[config.mk]
export PLATFORM = sky130hd
export DESIGN_NAME = nandStrobeSeq
export DESIGN_NICKNAME = d
export VERILOG_FILES = /design/src/rtl/nandStrobePkg.sv /design/src/rtl/nandStrobeDatapath.sv /design/src/rtl/nandStrobeControl.sv /design/src/rtl/nandStrobeSeq.sv
export SDC_FILE = /design/constraint.sdc
export NUM_CORES = 1
export LEC_CHECK = 0
export ABC_AREA = 0
export BUFFER_PORTS_ARGS = -buffer_cell sky130_fd_sc_hd__buf_2
export CAP_MARGIN = 20
export CELL_PAD_IN_SITES_DETAIL_PLACEMENT = 1
export CELL_PAD_IN_SITES_GLOBAL_PLACEMENT = 1
export CORE_ASPECT_RATIO = 1.1
export CORE_UTILIZATION = 30
export CTS_CLUSTER_SIZE = 20
export DETAILED_ROUTE_END_ITERATION = 8
export PLACE_DENSITY = 0.57
export SYNTH_ARGS = -nofsm -noshare
export SYNTH_HDL_FRONTEND = slang
export SYNTH_SLANG_ARGS = --single-unit
[constraint.sdc]
create_clock -name clk -period 3.8 [get_ports clk]
set_input_delay 0.57 -clock clk [delete_from_list [all_inputs] [get_ports clk]]
set_output_delay 0.57 -clock clk [all_outputs]
set_load 0.02 [all_outputs]
[src/rtl/nandStrobePkg.sv]
package nandStrobePkg;

  typedef enum logic [3:0] {
    PH_IDLE,
    PH_WAITRDY,
    PH_WLOW,
    PH_WHIGH,
    PH_WEXT,
    PH_RSETUP,
    PH_RLOW,
    PH_RHOLD,
    PH_RREL,
    PH_DONE
  } phase_e;

  typedef struct packed {
    logic latch;    // take request and timing words
    logic capture;  // sample the device byte
    logic active;   // chip enable window
    logic drive;    // write byte on the bus
  } ctrlStrobes_t;

  // indices into the phase length vector
  localparam int LEN_WLOW   = 0;
  localparam int LEN_WHIGH  = 1;
  localparam int LEN_WEXT   = 2;
  localparam int LEN_RSETUP = 3;
  localparam int LEN_RLOW   = 4;
  localparam int LEN_RACC   = 5;
  localparam int LEN_RHOLD  = 6;
  localparam int LEN_RREL   = 7;
  localparam int LEN_COUNT  = 8;

endpackage

[src/rtl/nandStrobeDatapath.sv]
module nandStrobeDatapath
  import nandStrobePkg::*;
#(
  parameter int DATA_W = 8,
  parameter int WORD_W = 32,
  localparam int FIELD_W = WORD_W / 4
) (
  input  logic                              clk,
  input  logic                              rstN,
  input  ctrlStrobes_t                      strobes,
  input  logic                              reqWrite,
  input  logic [1:0]                        reqKind,
  input  logic [DATA_W-1:0]                 reqWrData,
  input  logic [WORD_W-1:0]                 timingWrite,
  input  logic [WORD_W-1:0]                 timingRead,
  input  logic [DATA_W-1:0]                 flashDataIn,
  output logic [LEN_COUNT-1:0][FIELD_W-1:0] lens,
  output logic                              isWrite,
  output logic                              cle,
  output logic                              ale,
  output logic [DATA_W-1:0]                 flashDataOut,
  output logic                              flashDataOe,
  output logic [DATA_W-1:0]                 rdData
);

  logic [WORD_W-1:0] wordW, wordR;
  logic [1:0]        kindQ;
  logic [DATA_W-1:0] byteQ, rdQ;
  logic              writeQ;

  always_ff @(posedge clk or negedge rstN) begin
    if (!rstN) begin
      wordW  <= '0;
      wordR  <= '0;
      kindQ  <= '0;
      byteQ  <= '0;
      writeQ <= 1'b0;
    end else if (strobes.latch) begin
      wordW  <= timingWrite;
      wordR  <= timingRead;
      kindQ  <= reqKind;
      byteQ  <= reqWrData;
      writeQ <= reqWrite;
    end
  end

  always_ff @(posedge clk or negedge rstN) begin
    if (!rstN) rdQ <= '0;
    else if (strobes.capture) rdQ <= flashDataIn;
  end

  // lane 3 is the most significant byte lane
  logic [3:0][FIELD_W-1:0] laneW, laneR;
  for (genvar g = 0; g < 4; g++) begin : gLane
    assign laneW[g] = wordW[g*FIELD_W +: FIELD_W];
    assign laneR[g] = wordR[g*FIELD_W +: FIELD_W];
  end

  function automatic logic [FIELD_W-1:0] atLeastOne(input logic [FIELD_W-1:0] v);
    return (v == '0) ? FIELD_W'(1) : v;
  endfunction

  logic [FIELD_W-1:0] setupT, extT, totalT, highT;
  logic [FIELD_W-1:0] accT, holdT, pulseT, relT;
  logic [FIELD_W-1:0] accN, pulseN;

  assign setupT = laneW[3];
  assign extT   = laneW[2];
  assign totalT = laneW[1];
  assign highT  = laneW[0];
  assign accT   = laneR[3];
  assign holdT  = laneR[2];
  assign pulseT = laneR[1];
  assign relT   = laneR[0];

  assign accN   = atLeastOne(accT);
  assign pulseN = atLeastOne(pulseT);

  always_comb begin
    lens              = '0;
    lens[LEN_WLOW]    = (totalT > highT) ? (totalT - highT) : FIELD_W'(1);
    lens[LEN_WHIGH]   = atLeastOne(highT);
    lens[LEN_WEXT]    = atLeastOne(extT);
    lens[LEN_RSETUP]  = atLeastOne(setupT);
    lens[LEN_RACC]    = accN;
    lens[LEN_RLOW]    = (accN > pulseN) ? accN : pulseN;
    lens[LEN_RHOLD]   = atLeastOne(holdT);
    lens[LEN_RREL]    = atLeastOne(relT);
  end

  assign isWrite      = writeQ;
  assign cle          = strobes.active && (kindQ == 2'b01);
  assign ale          = strobes.active && (kindQ == 2'b10);
  assign flashDataOut = byteQ;
  assign flashDataOe  = strobes.drive;
  assign rdData       = rdQ;

endmodule

[src/rtl/nandStrobeControl.sv]
module nandStrobeControl
  import nandStrobePkg::*;
#(
  parameter int FIELD_W = 8
) (
  input  logic                              clk,
  input  logic                              rstN,
  input  logic                              reqValid,
  input  logic                              rdyIn,
  input  logic                              isWrite,
  input  logic [LEN_COUNT-1:0][FIELD_W-1:0] lens,
  output ctrlStrobes_t                      strobes,
  output logic                              ceN,
  output logic                              weN,
  output logic                              reN,
  output logic                              done
);

  phase_e             phase, phaseNext;
  logic [FIELD_W-1:0] tick, curLen;
  logic               lastTick, timed;

  always_comb begin
    curLen = FIELD_W'(1);
    timed  = 1'b1;
    unique case (phase)
      PH_WLOW:   curLen = lens[LEN_WLOW];
      PH_WHIGH:  curLen = lens[LEN_WHIGH];
      PH_WEXT:   curLen = lens[LEN_WEXT];
      PH_RSETUP: curLen = lens[LEN_RSETUP];
      PH_RLOW:   curLen = lens[LEN_RLOW];
      PH_RHOLD:  curLen = lens[LEN_RHOLD];
      PH_RREL:   curLen = lens[LEN_RREL];
      default:   timed  = 1'b0;
    endcase
  end

  assign lastTick = timed && (tick == curLen);

  always_comb begin
    phaseNext = phase;
    unique case (phase)
      PH_IDLE:    if (reqValid) phaseNext = PH_WAITRDY;
      PH_WAITRDY: if (rdyIn) phaseNext = isWrite ? PH_WLOW : PH_RSETUP;
      PH_WLOW:    if (lastTick) phaseNext = PH_WHIGH;
      PH_WHIGH:   if (lastTick) phaseNext = PH_WEXT;
      PH_WEXT:    if (lastTick) phaseNext = PH_DONE;
      PH_RSETUP:  if (lastTick) phaseNext = PH_RLOW;
      PH_RLOW:    if (lastTick) phaseNext = PH_RHOLD;
      PH_RHOLD:   if (lastTick) phaseNext = PH_RREL;
      PH_RREL:    if (lastTick) phaseNext = PH_DONE;
      PH_DONE:    phaseNext = PH_IDLE;
      default:    phaseNext = PH_IDLE;
    endcase
  end

  always_ff @(posedge clk or negedge rstN) begin
    if (!rstN) begin
      phase <= PH_IDLE;
      tick  <= FIELD_W'(1);
    end else begin
      phase <= phaseNext;
      if (phaseNext != phase) tick <= FIELD_W'(1);
      else if (timed)         tick <= tick + FIELD_W'(1);
    end
  end

  always_comb begin
    strobes.latch   = (phase == PH_IDLE) && reqValid;
    strobes.capture = (phase == PH_RLOW) && (tick == lens[LEN_RACC]);
    strobes.active  = !(phase inside {PH_IDLE, PH_DONE});
    strobes.drive   = phase inside {PH_WLOW, PH_WHIGH};
  end

  assign ceN  = !strobes.active;
  assign weN  = (phase != PH_WLOW);
  assign reN  = (phase != PH_RLOW);
  assign done = (phase == PH_DONE);

endmodule

[src/rtl/nandStrobeSeq.sv]
module nandStrobeSeq
  import nandStrobePkg::*;
#(
  parameter int DATA_W = 8,
  parameter int WORD_W = 32,
  localparam int FIELD_W = WORD_W / 4
) (
  input  logic              clk,
  input  logic              rstN,
  input  logic              reqValid,
  input  logic              reqWrite,
  input  logic [1:0]        reqKind,
  input  logic [DATA_W-1:0] reqWrData,
  input  logic [WORD_W-1:0] timingWrite,
  input  logic [WORD_W-1:0] timingRead,
  input  logic              rdyIn,
  input  logic [DATA_W-1:0] flashDataIn,
  output logic              ceN,
  output logic              weN,
  output logic              reN,
  output logic              cle,
  output logic              ale,
  output logic [DATA_W-1:0] flashDataOut,
  output logic              flashDataOe,
  output logic [DATA_W-1:0] rdData,
  output logic              done
);

  ctrlStrobes_t                      strobes;
  logic [LEN_COUNT-1:0][FIELD_W-1:0] lens;
  logic                              isWrite;

  nandStrobeControl #(.FIELD_W(FIELD_W)) uCtrl (
    .clk     (clk),
    .rstN    (rstN),
    .reqValid(reqValid),
    .rdyIn   (rdyIn),
    .isWrite (isWrite),
    .lens    (lens),
    .strobes (strobes),
    .ceN     (ceN),
    .weN     (weN),
    .reN     (reN),
    .done    (done)
  );

  nandStrobeDatapath #(.DATA_W(DATA_W), .WORD_W(WORD_W)) uPath (
    .clk         (clk),
    .rstN        (rstN),
    .strobes     (strobes),
    .reqWrite    (reqWrite),
    .reqKind     (reqKind),
    .reqWrData   (reqWrData),
    .timingWrite (timingWrite),
    .timingRead  (timingRead),
    .flashDataIn (flashDataIn),
    .lens        (lens),
    .isWrite     (isWrite),
    .cle         (cle),
    .ale         (ale),
    .flashDataOut(flashDataOut),
    .flashDataOe (flashDataOe),
    .rdData      (rdData)
  );

endmodule

======== Word-level counts from Yosys, hierarchy flattened ========
Cells that the tools add are included.
cells by class
  reductions and logical operators ........ 19
  bitwise logic cells ..................... 0
  add/sub/neg operators ................... 2
  mux-type cells .......................... 23
  shift-type cells ........................ 0
  $mul .................................... 0
  $lt $le $gt $ge ......................... 2
  eq/ne operators ......................... 16
  div/mod/pow operators ................... 0
operators by type and width
  operator                                                                  number
  8-bit 2-to-1 mux                                                          11
  8-bit logical NOT                                                         7
  8-bit one-hot mux with 7 select lines                                     1
  4-bit 2-to-1 mux                                                          8
  4-bit one-hot mux with 8 select lines                                     1
  4-bit by 3-bit equality test with 1-bit output (second input constant)    4
  8-bit equality test                                                       2
  8-bit greater-than comparator                                             2
  8-bit by 1-bit adder with 8-bit output (second input constant)            1
  4-bit by 2-bit equality test with 1-bit output (second input constant)    2
  4-bit equality test (second input constant)                               2
  8-bit subtractor                                                          1
  7-bit OR reduction                                                        1
  2-bit nonzero test                                                        3
  1-bit logical AND                                                         5
  4-bit by 1-bit equality test with 1-bit output (second input constant)    1
  4-bit logical NOT                                                         1
  4-bit by 2-bit inequality test with 1-bit output (second input constant)  1
  4-bit by 3-bit inequality test with 1-bit output (second input constant)  1
  4-bit inequality test                                                     1
  3-bit 2-to-1 mux                                                          1
  2-bit by 1-bit equality test with 1-bit output (second input constant)    1
  2-bit equality test (second input constant)                               1
  2-bit OR reduction                                                        1
  other kinds (2)                                                           2
storage, ports and cells
  memories kept ........................... 0
  register bits ........................... 95
  latch bits .............................. 0
  bits in writable memories ............... 0
  bits in read-only memories .............. 0

======== Logic depth before layout (Yosys ltp) ========
Gate-level depths: netlist of run 1.
  word-level depth ........................ 11
  mapped depth ............................ 14

======== By module ========
A second synthesis of run 1 with hierarchy kept.
unflattened totals
  cells, all modules ...................... 541
  area total of the unflattened synthesis .. 5685.5 sq um
by module, submodules not included
  module              instances  area each (sq um)  seq. area each (sq um)  cells an instance
  nandStrobeDatapath  1          4087.7             2077.0                  352
  nandStrobeControl   1          1597.8             301.5                   189

======== Least setup slack after synthesis of run 1 ========
Ideal clock, no wire load.
  path kind ............................... reg2reg
  from .................................... register uPath.wordR[29] (netlist: uPath.laneR[29])
  to ...................................... register uCtrl.tick[0]
  required time ........................... 3.712 ns
  stages on the path, launching flop included .. 15
  setup slack ............................. 0.387 ns
  data arrival time ....................... 3.325 ns
  buffers on the path ..................... 2
  setup time .............................. 0.088 ns
  path through ............................ dfrtp_1 nor4_1 a21oi_1 ha_1 nand4_1 or2_1 buf_2 o21a_2 a21o_1 mux2_2 a221o_1 xnor2_1 and3_1 buf_4 or3_1
on the way
  cells in the longest elaborated chain, start to end .. 11
ends and longest elaborated chain
  item                                                           line                                              RTL
  from (decl)                                                    nandStrobeDatapath.sv:26                          logic [WORD_W-1:0] wordW, wordR;
  from (signal assigned)                                         nandStrobeDatapath.sv:40                          wordR <= timingRead;
  8-bit logical NOT                                              nandStrobeDatapath.sv:60                          return (v == '0) ? FIELD_W'(1) : v;
  8-bit 2-to-1 mux (*)                                           nandStrobeDatapath.sv:60
  8-bit greater-than comparator                                  nandStrobeDatapath.sv:86                          lens[LEN_RLOW] = (accN > pulseN) ? accN : pulseN;
  8-bit 2-to-1 mux (*)                                           nandStrobeDatapath.sv:86
  8-bit one-hot mux with 7 select lines (*)                      nandStrobeControl.sv:26                           unique case (phase)
  8-bit equality test (*)                                        nandStrobeControl.sv:38                           assign lastTick = timed && (tick == curLen);
  1-bit logical AND (*)                                          nandStrobeControl.sv:38
  4-bit 2-to-1 mux, or another cell as far along                 nandStrobeControl.sv:47, nandStrobeControl.sv:51
  4-bit one-hot mux with 8 select lines (*)                      nandStrobeControl.sv:42                           unique case (phase)
  4-bit inequality test (*)                                      nandStrobeControl.sv:63                           if (phaseNext != phase) tick <= FIELD_W'(1);
  8-bit 2-to-1 mux / 2-bit nonzero test (equally long branches)  -
  to (signal assigned)                                           nandStrobeControl.sv:64                           else if (timed) tick <= tick + FIELD_W'(1);
  to (decl)                                                      nandStrobeControl.sv:20                           logic [FIELD_W-1:0] tick, curLen;
Mark *: on every way between the ends. The rest lies on a longest branch, timed or not.
A chain may end at the register's enable or synchronous reset.

======== Final worst setup path of run 1 ========
Same ends and word-level chain as after synthesis.

==> summary.txt, run 1 <==
Outcome
  • Outcome: completed

Clock network
  • Post-CTS Setup Repair Bufs: 0
  • CTS Buf Count: 9
  • Clock Latency Late Sink: 0.35 ns
  • H-tree Lvls: 3
  • Hold_buf cts: 0
  • CTS tree: built
  • Longest Clk Path Bufs: 2
  • Reg clk slew, reported paths: 0.07 ns
  • Post-CTS Resized: 0
  • CTS sink cnt: 95
  • CTS root buffer: clkbuf_16

Layout
  • Number of inserted diodes: 0
  • Area growth from synthesis to layout: 22.64%
  • Reg area: 2379 um2
  • Fillcell total: 1960
  • Final nets: 694
  • Share of layout cells above drive strength 1: 42.09%
  • Final Non-Filler Cells: 832
  • Multi-input logic area: 2859 um2

Synth
  • EDFF count, synth: 0
  • Mapped Avg Cell Area: roughly 11 um2
  • Compound-gate portion of the synthesized area: a little over an eighth
  • Synth area leaders: dfrtp_1 43%, mux2_2 18%, ha_1 3.9%, xnor2_1 2.6%, nor3_1 2.1%
  • Largest family of logic cells by synthesized area: multiplexers
  • Synth top cells by count: 94 x dfrtp_1, 86 x mux2_2, 23 x inv_1, 23 x nor3_1, 21 x clkbuf_1
  • Asr flop ratio synth: 100.0%
  • Post-synth top flop: dfrtp_1
  • Yosys top cell area share: 43.34%
  • Synth Register Bits: 95
  • Mapped Nets: between 500 and 600
  • Sequential element share of the synthesized area: 43.82%
  • Post-synthesis cell area: between 5000 and 6000 um2
  • Post-synthesis xor/xnor area fraction: approximately 4.0%
  • Most common cell in the netlist: dfrtp_1
  • Synth Area in Simple Gates: 11.80%
  • Synth unique cells: 66
  • Mux contribution to synthesized area: 18.95%
  • Largest area contributor in the synthesized netlist: dfrtp_1
  • Synthesized instance count: around 480
  • YS warnings: 0
  • Post-Synth Adder-Cell Area: 4.288%

Critical path
  • Required time of the critical path: 4.07 ns
  • Reg2Reg Launch Point: uPath.laneR[29]$_DFFE_PN0P_
  • Critical Path Source: uPath.laneR[29]$_DFFE_PN0P_
  • Maximum fanout along the worst path: 10
  • Critical setup path kind: flop to flop
  • CP Launch Type: flop
  • Setup crit end kind: flop
  • Worst EP arrival: 3.86 ns

Timing
  • Fin crit period: 3.587 ns
  • Fin Hold WS: 0.1142 ns
  • Slew @ Worst Pin: ~0.8 ns
  • Final Hold Viols: 0
  • Max_slew headroom: 46.87%
  • Final setup vio count: 0
  • Tcrit/Tclk final: between 90% and 100%
  • RSZ-0062 raised after global routing: yes
  • Highest clock rate: 278.8 MHz
  • Slew Viols, Final: 0
  • Max Clock Skew: between 0.009 and 0.01 ns

Worst hold path
  • HP Class: primary input to asynchronous set/reset pin

Global routing
  • GR Overflow Total: 0
  • Largest net degree at the start of global routing: 81
  • Vias in the first global route: 4481
  • GRT Resource Usage Total: around 18%
  • Initial antenna violation count: 0
  • Global-route wire length before repair: 25190 um

Power
  • PwrDens: a little under 900 nW/um2
  • Maximum VDD drop: 0.2418 mV
  • Leak pwr: 3.048 nW
  • Overall power: 5.842 mW

Routing
  • Antenna Violating Nets Remaining: 0
  • Avg WL per Cell: around 19 um
  • Initial DRC Count: 142
  • 1st-pass router iterations: 4
  • DR vias: 4230
  • Final wirelength: 15540 um
  • DR vias/cell: about 5.1
  • DRC: 0

Place
  • PortBufs: ~110
  • Placed cells: 815
  • Routability cong.: 0.8392
  • Post-DP HPWL: 11860 um

Die
  • Ports: 110
  • Die Y: 143.1 um
  • Chip width: 130.3 um
  • Placeable Area: about 18000 um2
  • # rows: 51
  • Die Footprint: 18640 um2
  • Starting Density: 30.71%

Flow run
  • Number of max-cap violations: 0
routing by layer:
metal  track usage [%]  share of wire, %  vias up
met5                 0                 0        -
met2             29.12                51       65
met1             24.07                45     2133
met3             3.147               2.9       10
li1                  -                 -     2022
met4             4.896              0.95        0
layout make-up:
cell class                 instances  area share (%)
clock buffer                      10           3.590
clock inverter                     6          0.8647
inverter                          23           1.297
multi-input combinational        330           42.95
sequential                        95           35.73
tap                              238           4.474
timing repair buffer             130           11.09
cells by family (layout without fill, tap and decap cells):
logic type | count (synthesis) | after routing
muxes | 92 | 92
adders and majority gates | 18 | 18
DFF | 95 | 95
xor gates and xnor gates | 25 | 25
buffers and inverters | 53 | 169
AOI/OAI and AO/OA | 90 | 90
and+or+nand+nor | 105 | 105
critical path: stages, from the launching register on:
cell and delay, ns:
dfrtp_1 0.44, nor4_1 0.33, a21oi_1 0.20, ha_1 0.31
nand4_1 0.10, or2_1 0.26, o21a_2 0.19, a21o_1 0.26
mux2_2 0.30, a221o_1 0.31, xnor2_1 0.14, and3_2 0.27
or3_1 0.39
through the flow:
step	instance area, um2	util (%)	setup WS (ns)	TNS (ns)
floorplan	5428	-	0.3868	0
global placement	6311	35.70	0.2909	0
detailed placement	6311	35.70	0.03120	0
CTS	6608	37.38	0.01055	0
global route	6656	37.66	-0.03430	-0.04926
finish	6656	37.66	0.2130	0
registers in the layout (all words and copies together), names as in the netlist:
name and count:
uPath.laneW 32, uPath.isWrite 1, uPath.rdData 8, uCtrl.tick 8
uPath.kindQ 2, uPath.laneR 32, uPath.flashDataOut 8, uCtrl.phase 4
layout by cell type (no fill, tap or decap), types with 4 or more instances in the layout:
master	n
xor2_1	9
clkbuf_16	9
o21ai_0	13
buf_4	20
nand3_1	5
ha_1	17
nor4_1	7
inv_6	4
nor3b_1	5
mux2_2	86
nand2_1	12
xnor2_1	16
a32oi_1	5
inv_1	23
a311oi_1	4
nor2_1	6
a21oi_1	10
buf_2	108
mux2i_1	6
nor3_1	23
dfrtp_1	94
nor2b_1	7
a31oi_1	4
a211oi_1	13
nand4_1	11
and3_1	6
report_power, final:
group	internal, mW	switching [mW]
Combinational	1.39	1.55
Sequential	1.47	0.517
Clock	0.481	0.439
final timing paths:
path | to | slack (ns) | cells past startpoint
worst max-delay path | uCtrl.tick[0]$_DFFE_PN1P_ | 0.21 | 12
worst min-delay path | uPath.flashDataOut[6]$_DFFE_PN0P_ | 0.11 | 1
worst max register to register | uCtrl.tick[0]$_DFFE_PN1P_ | 0.21 | 12
worst min register to register | uPath.flashDataOut[0]$_DFFE_PN0P_ | 0.50 | 1
max in group asynchronous | uPath.laneW[16]$_DFFE_PN0P_ | 2.86 | 3
min in group clk | uPath.kindQ[1]$_DFFE_PN0P_ | 0.44 | 2
Note: power is estimated with default switching activity, not from simulation.
==> run 2, diff against run 1 <==
--- a/config.mk
+++ b/config.mk
@@ -10,11 +10,13 @@
 export CAP_MARGIN = 20
 export CELL_PAD_IN_SITES_DETAIL_PLACEMENT = 1
 export CELL_PAD_IN_SITES_GLOBAL_PLACEMENT = 1
-export CORE_ASPECT_RATIO = 1.1
+export CORE_ASPECT_RATIO = 1.5
+export CORE_MARGIN = 2
 export CORE_UTILIZATION = 30
 export CTS_CLUSTER_SIZE = 20
 export DETAILED_ROUTE_END_ITERATION = 8
 export PLACE_DENSITY = 0.57
+export SLEW_MARGIN = 20
 export SYNTH_ARGS = -nofsm -noshare
 export SYNTH_HDL_FRONTEND = slang
 export SYNTH_SLANG_ARGS = --single-unit
==> run 2 against run 1 <==
  * Setup slack better by 0.0019 ns
  * Wire length is 4.3% higher
  * Clock-buffer cell count is 1 lower
  * Die area is 3.1% higher
  * Power is 1.6% higher
  * First-iteration DRC count is 1.4% higher
  * Clock power hardly changed
  * Sequential share of layout area is 0.21 points lower
  * Flip-flop and latch count stayed put
  * Critical endpoint unchanged
  * Highest routed layer unchanged
==> summary.txt, run 2 (same netlist as run 1, synthesis figures left out) <==
Global routing
  • GR Overflow Total: 0 (unchanged)
  • Met2 Track Usage GR: 33.25% (+4.1 points)
  • Initial antenna violation count: 0 (unchanged)
  • Largest net degree at the start of global routing: 78 (-3.7%)
  • GRT Resource Usage Total: 17.62% (-0.22 points)
  • Vias in the first global route: 4765 (+6.3%)
  • Gr busiest metal: met2
  • Met3 global-route usage: 3.187% (+0.039 points)
  • Global-route wire length before repair: 25850 um (+2.6%)
  • GR Layer Usage met1: 19.52% (-4.6 points)

Layout
  • Post-route core utilization: 37.47% (-0.19 points)
  • Most frequent cells in the layout: 108 x buf_2, 94 x dfrtp_1, 86 x mux2_2
  • Number of inserted diodes: 0 (unchanged)
  • Area growth from synthesis to layout: 23.35%
  • Fillcell total: 2017 (+2.9%)
  • Fin area: 6695 um2 (+0.58%)
  • Final nets: 704 (+1.4%)
  • Share of layout cells above drive strength 1: 43.38% (+1.3 points)
  • Most common cell after layout, fill and taps aside: buf_2

Critical path
  • Required time of the critical path: 4.07 ns (about the same)
  • Worst EP arrival: 3.85 ns (about the same)
  • Setup crit end kind: flop
  • Critical setup path kind: flop to flop
  • Maximum fanout along the worst path: 10 (unchanged)
  • CP Launch Type: flop

Place
  • Placed cell area: 6342 um2 (+0.50%)
  • Routability cong.: 0.8721 (+3.9%)
  • Post-DP HPWL: 12870 um (+8.5%)
  • PortBufs: 109 (unchanged)

Timing
  • RSZ-0062 raised after global routing: no
  • Highest clock rate: 278.9 MHz (about the same)
  • Total negative setup slack: 0 ns (unchanged)
  • Max Clock Skew: 0.006453 ns (-0.003186 ns)
  • Fin crit period: 3.585 ns (-0.001924 ns)
  • Final Hold Viols: 0 (unchanged)
  • Tcrit/Tclk final: 94.34% (about the same)
  • Max_slew headroom: 56.11% (+9.2 points)
  • Slew @ Worst Pin: 0.6584 ns (-0.1385 ns)
  • Final setup vio count: 0 (unchanged)
  • Slew Viols, Final: 0 (unchanged)

Clock network
  • Reg clk slew, reported paths: 0.07 ns (about the same)
  • Longest Clk Path Bufs: 2 (unchanged)
  • Post-CTS Setup Repair Bufs: 0 (unchanged)
  • Clock Latency Late Sink: 0.35 ns (about the same)
  • CTS root buffer: clkbuf_16
  • CTS sink cnt: 95 (unchanged)
  • CTS Buf Count: 9 (unchanged)
  • CTS tree: built
  • H-tree Lvls: 3 (unchanged)

Routing
  • DRC: 0 (unchanged)
  • Antenna Violating Nets Remaining: 0 (unchanged)
  • Initial DRC Count: 144 (+1.4%)
  • DR vias: 4329 (+2.3%)
  • Avg WL per Cell: 19.74 um (+5.7%)
  • Final wirelength: 16210 um (+4.3%)
  • 1st-pass router iterations: 4 (unchanged)
  • DR vias/cell: 5.273 (+3.7%)

Die
  • Chip width: 113.8 um (-13%)
  • # rows: 60 (+18%)
  • Ports: 110 (unchanged)
  • Die Footprint: 19210 um2 (+3.1%)
  • Starting Density: 30.38% (-0.33 points)
  • Placeable Area: 17870 um2 (+1.1%)
  • Die Y: 168.7 um (+18%)

Power
  • Net Sw Frac: 42.18% (-0.66 points)
  • Share of power burned in registers: 32.9% (-1.1 points)
  • PwrDens: 886.0 nW/um2 (+0.96%)
  • Combinational Power Share: 51.5% (+1.3 points)
  • Cell Int Power: 3.430 mW (+2.7%)
  • Sw Pwr: 2.502 mW (about the same)
  • Clock Power Share: 15.5% (-0.2 points)
  • Maximum VDD drop: 0.2455 mV (+1.5%)
  • Leak pwr: 3.080 nW (+1.0%)

Worst hold path
  • HP Class: primary input to asynchronous set/reset pin

Flow run
  • Number of max-cap violations: 0 (unchanged)

Outcome
  • Outcome: completed
[run 2: final cells by class]
cell class / count / area, um2 / share of cell area (%)
inverters: 23 / 86.33 / 1.289
flip-flops and latches: 95 / 2379 / 35.53
well taps: 217 / 271.5 / 4.055
clock buffers: 9 / 225.2 / 3.364
multi-input cells: 330 / 2861 / 42.74
repair buffers: 140 / 800.8 / 11.96
clock inverters: 7 / 71.32 / 1.065
[run 2: per-layer routing]
layer,routed length (um),part of all wire [%],vias to the layer above
met4,373,2.3,0
met1,6409,40,2196
met2,9027,56,73
met5,0,0,-
met3,397,2.4,20
li1,-,-,2040
[run 2: path summary, 6_finish.rpt]
| path | startpoint | to | slack [ns] | cells past startpoint |
|---|---|---|---|---|
| worst max-delay path | uPath.laneR[25]$_DFFE_PN0P_ | uCtrl.tick[0]$_DFFE_PN1P_ | 0.21 | 13 |
| worst min-delay path | rstN | uPath.rdData[4]$_DFFE_PN0P_ | 0.11 | 1 |
| worst max register to register | uPath.laneR[25]$_DFFE_PN0P_ | uCtrl.tick[0]$_DFFE_PN1P_ | 0.21 | 13 |
| worst min register to register | uPath.rdData[4]$_DFFE_PN0P_ | uPath.rdData[4]$_DFFE_PN0P_ | 0.50 | 1 |
| max in group asynchronous | rstN | uCtrl.tick[0]$_DFFE_PN1P_ | 3.04 | 2 |
| min in group clk | timingWrite[6] | uPath.laneW[6]$_DFFE_PN0P_ | 0.45 | 2 |
[run 2: timing repair]
action / 4_1_cts / 5_1_grt
setup endpoints to repair: 0 / 12
gates resized for setup: 0 / 7
hold buffers: 0 / 0
[run 2: power groups by stage]
stage               logic (mW)  registers, mW  clock network [mW]
finish                    3.06           1.95               0.921
global route              3.37           2.02               0.991
CTS                       3.05           1.96               0.951
detailed placement        3.04           1.97                   0
global placement          2.95           1.95                   0
floorplan                 2.13           1.82                   0
[run 2: worst max-delay path: stages, from the launching register on]
cell     delay (ns)
dfrtp_1        0.47
nor3_1         0.29
a21oi_2        0.14
ha_1           0.31
nand4_1        0.12
or2_1          0.26
o21a_2         0.18
a21o_2         0.27
mux2_2         0.30
a221o_1        0.32
xnor2_1        0.14
and3_1         0.16
buf_4          0.17
or3_1          0.37
[run 2: metrics by stage]
step / worst slack [ns] / hold slack, ns / total power, mW / std cells
after floorplan: 0.3868 / 0.2744 / 3.954 / 478
after global placement: 0.3113 / 0.4887 / 4.905 / 804
after detailed placement: 0.1606 / 0.4918 / 5.010 / 804
after CTS: 0.1382 / 0.4188 / 5.961 / 820
after global routing: 0.06041 / 0.1066 / 6.386 / 821
final: 0.2149 / 0.1093 / 5.932 / 821
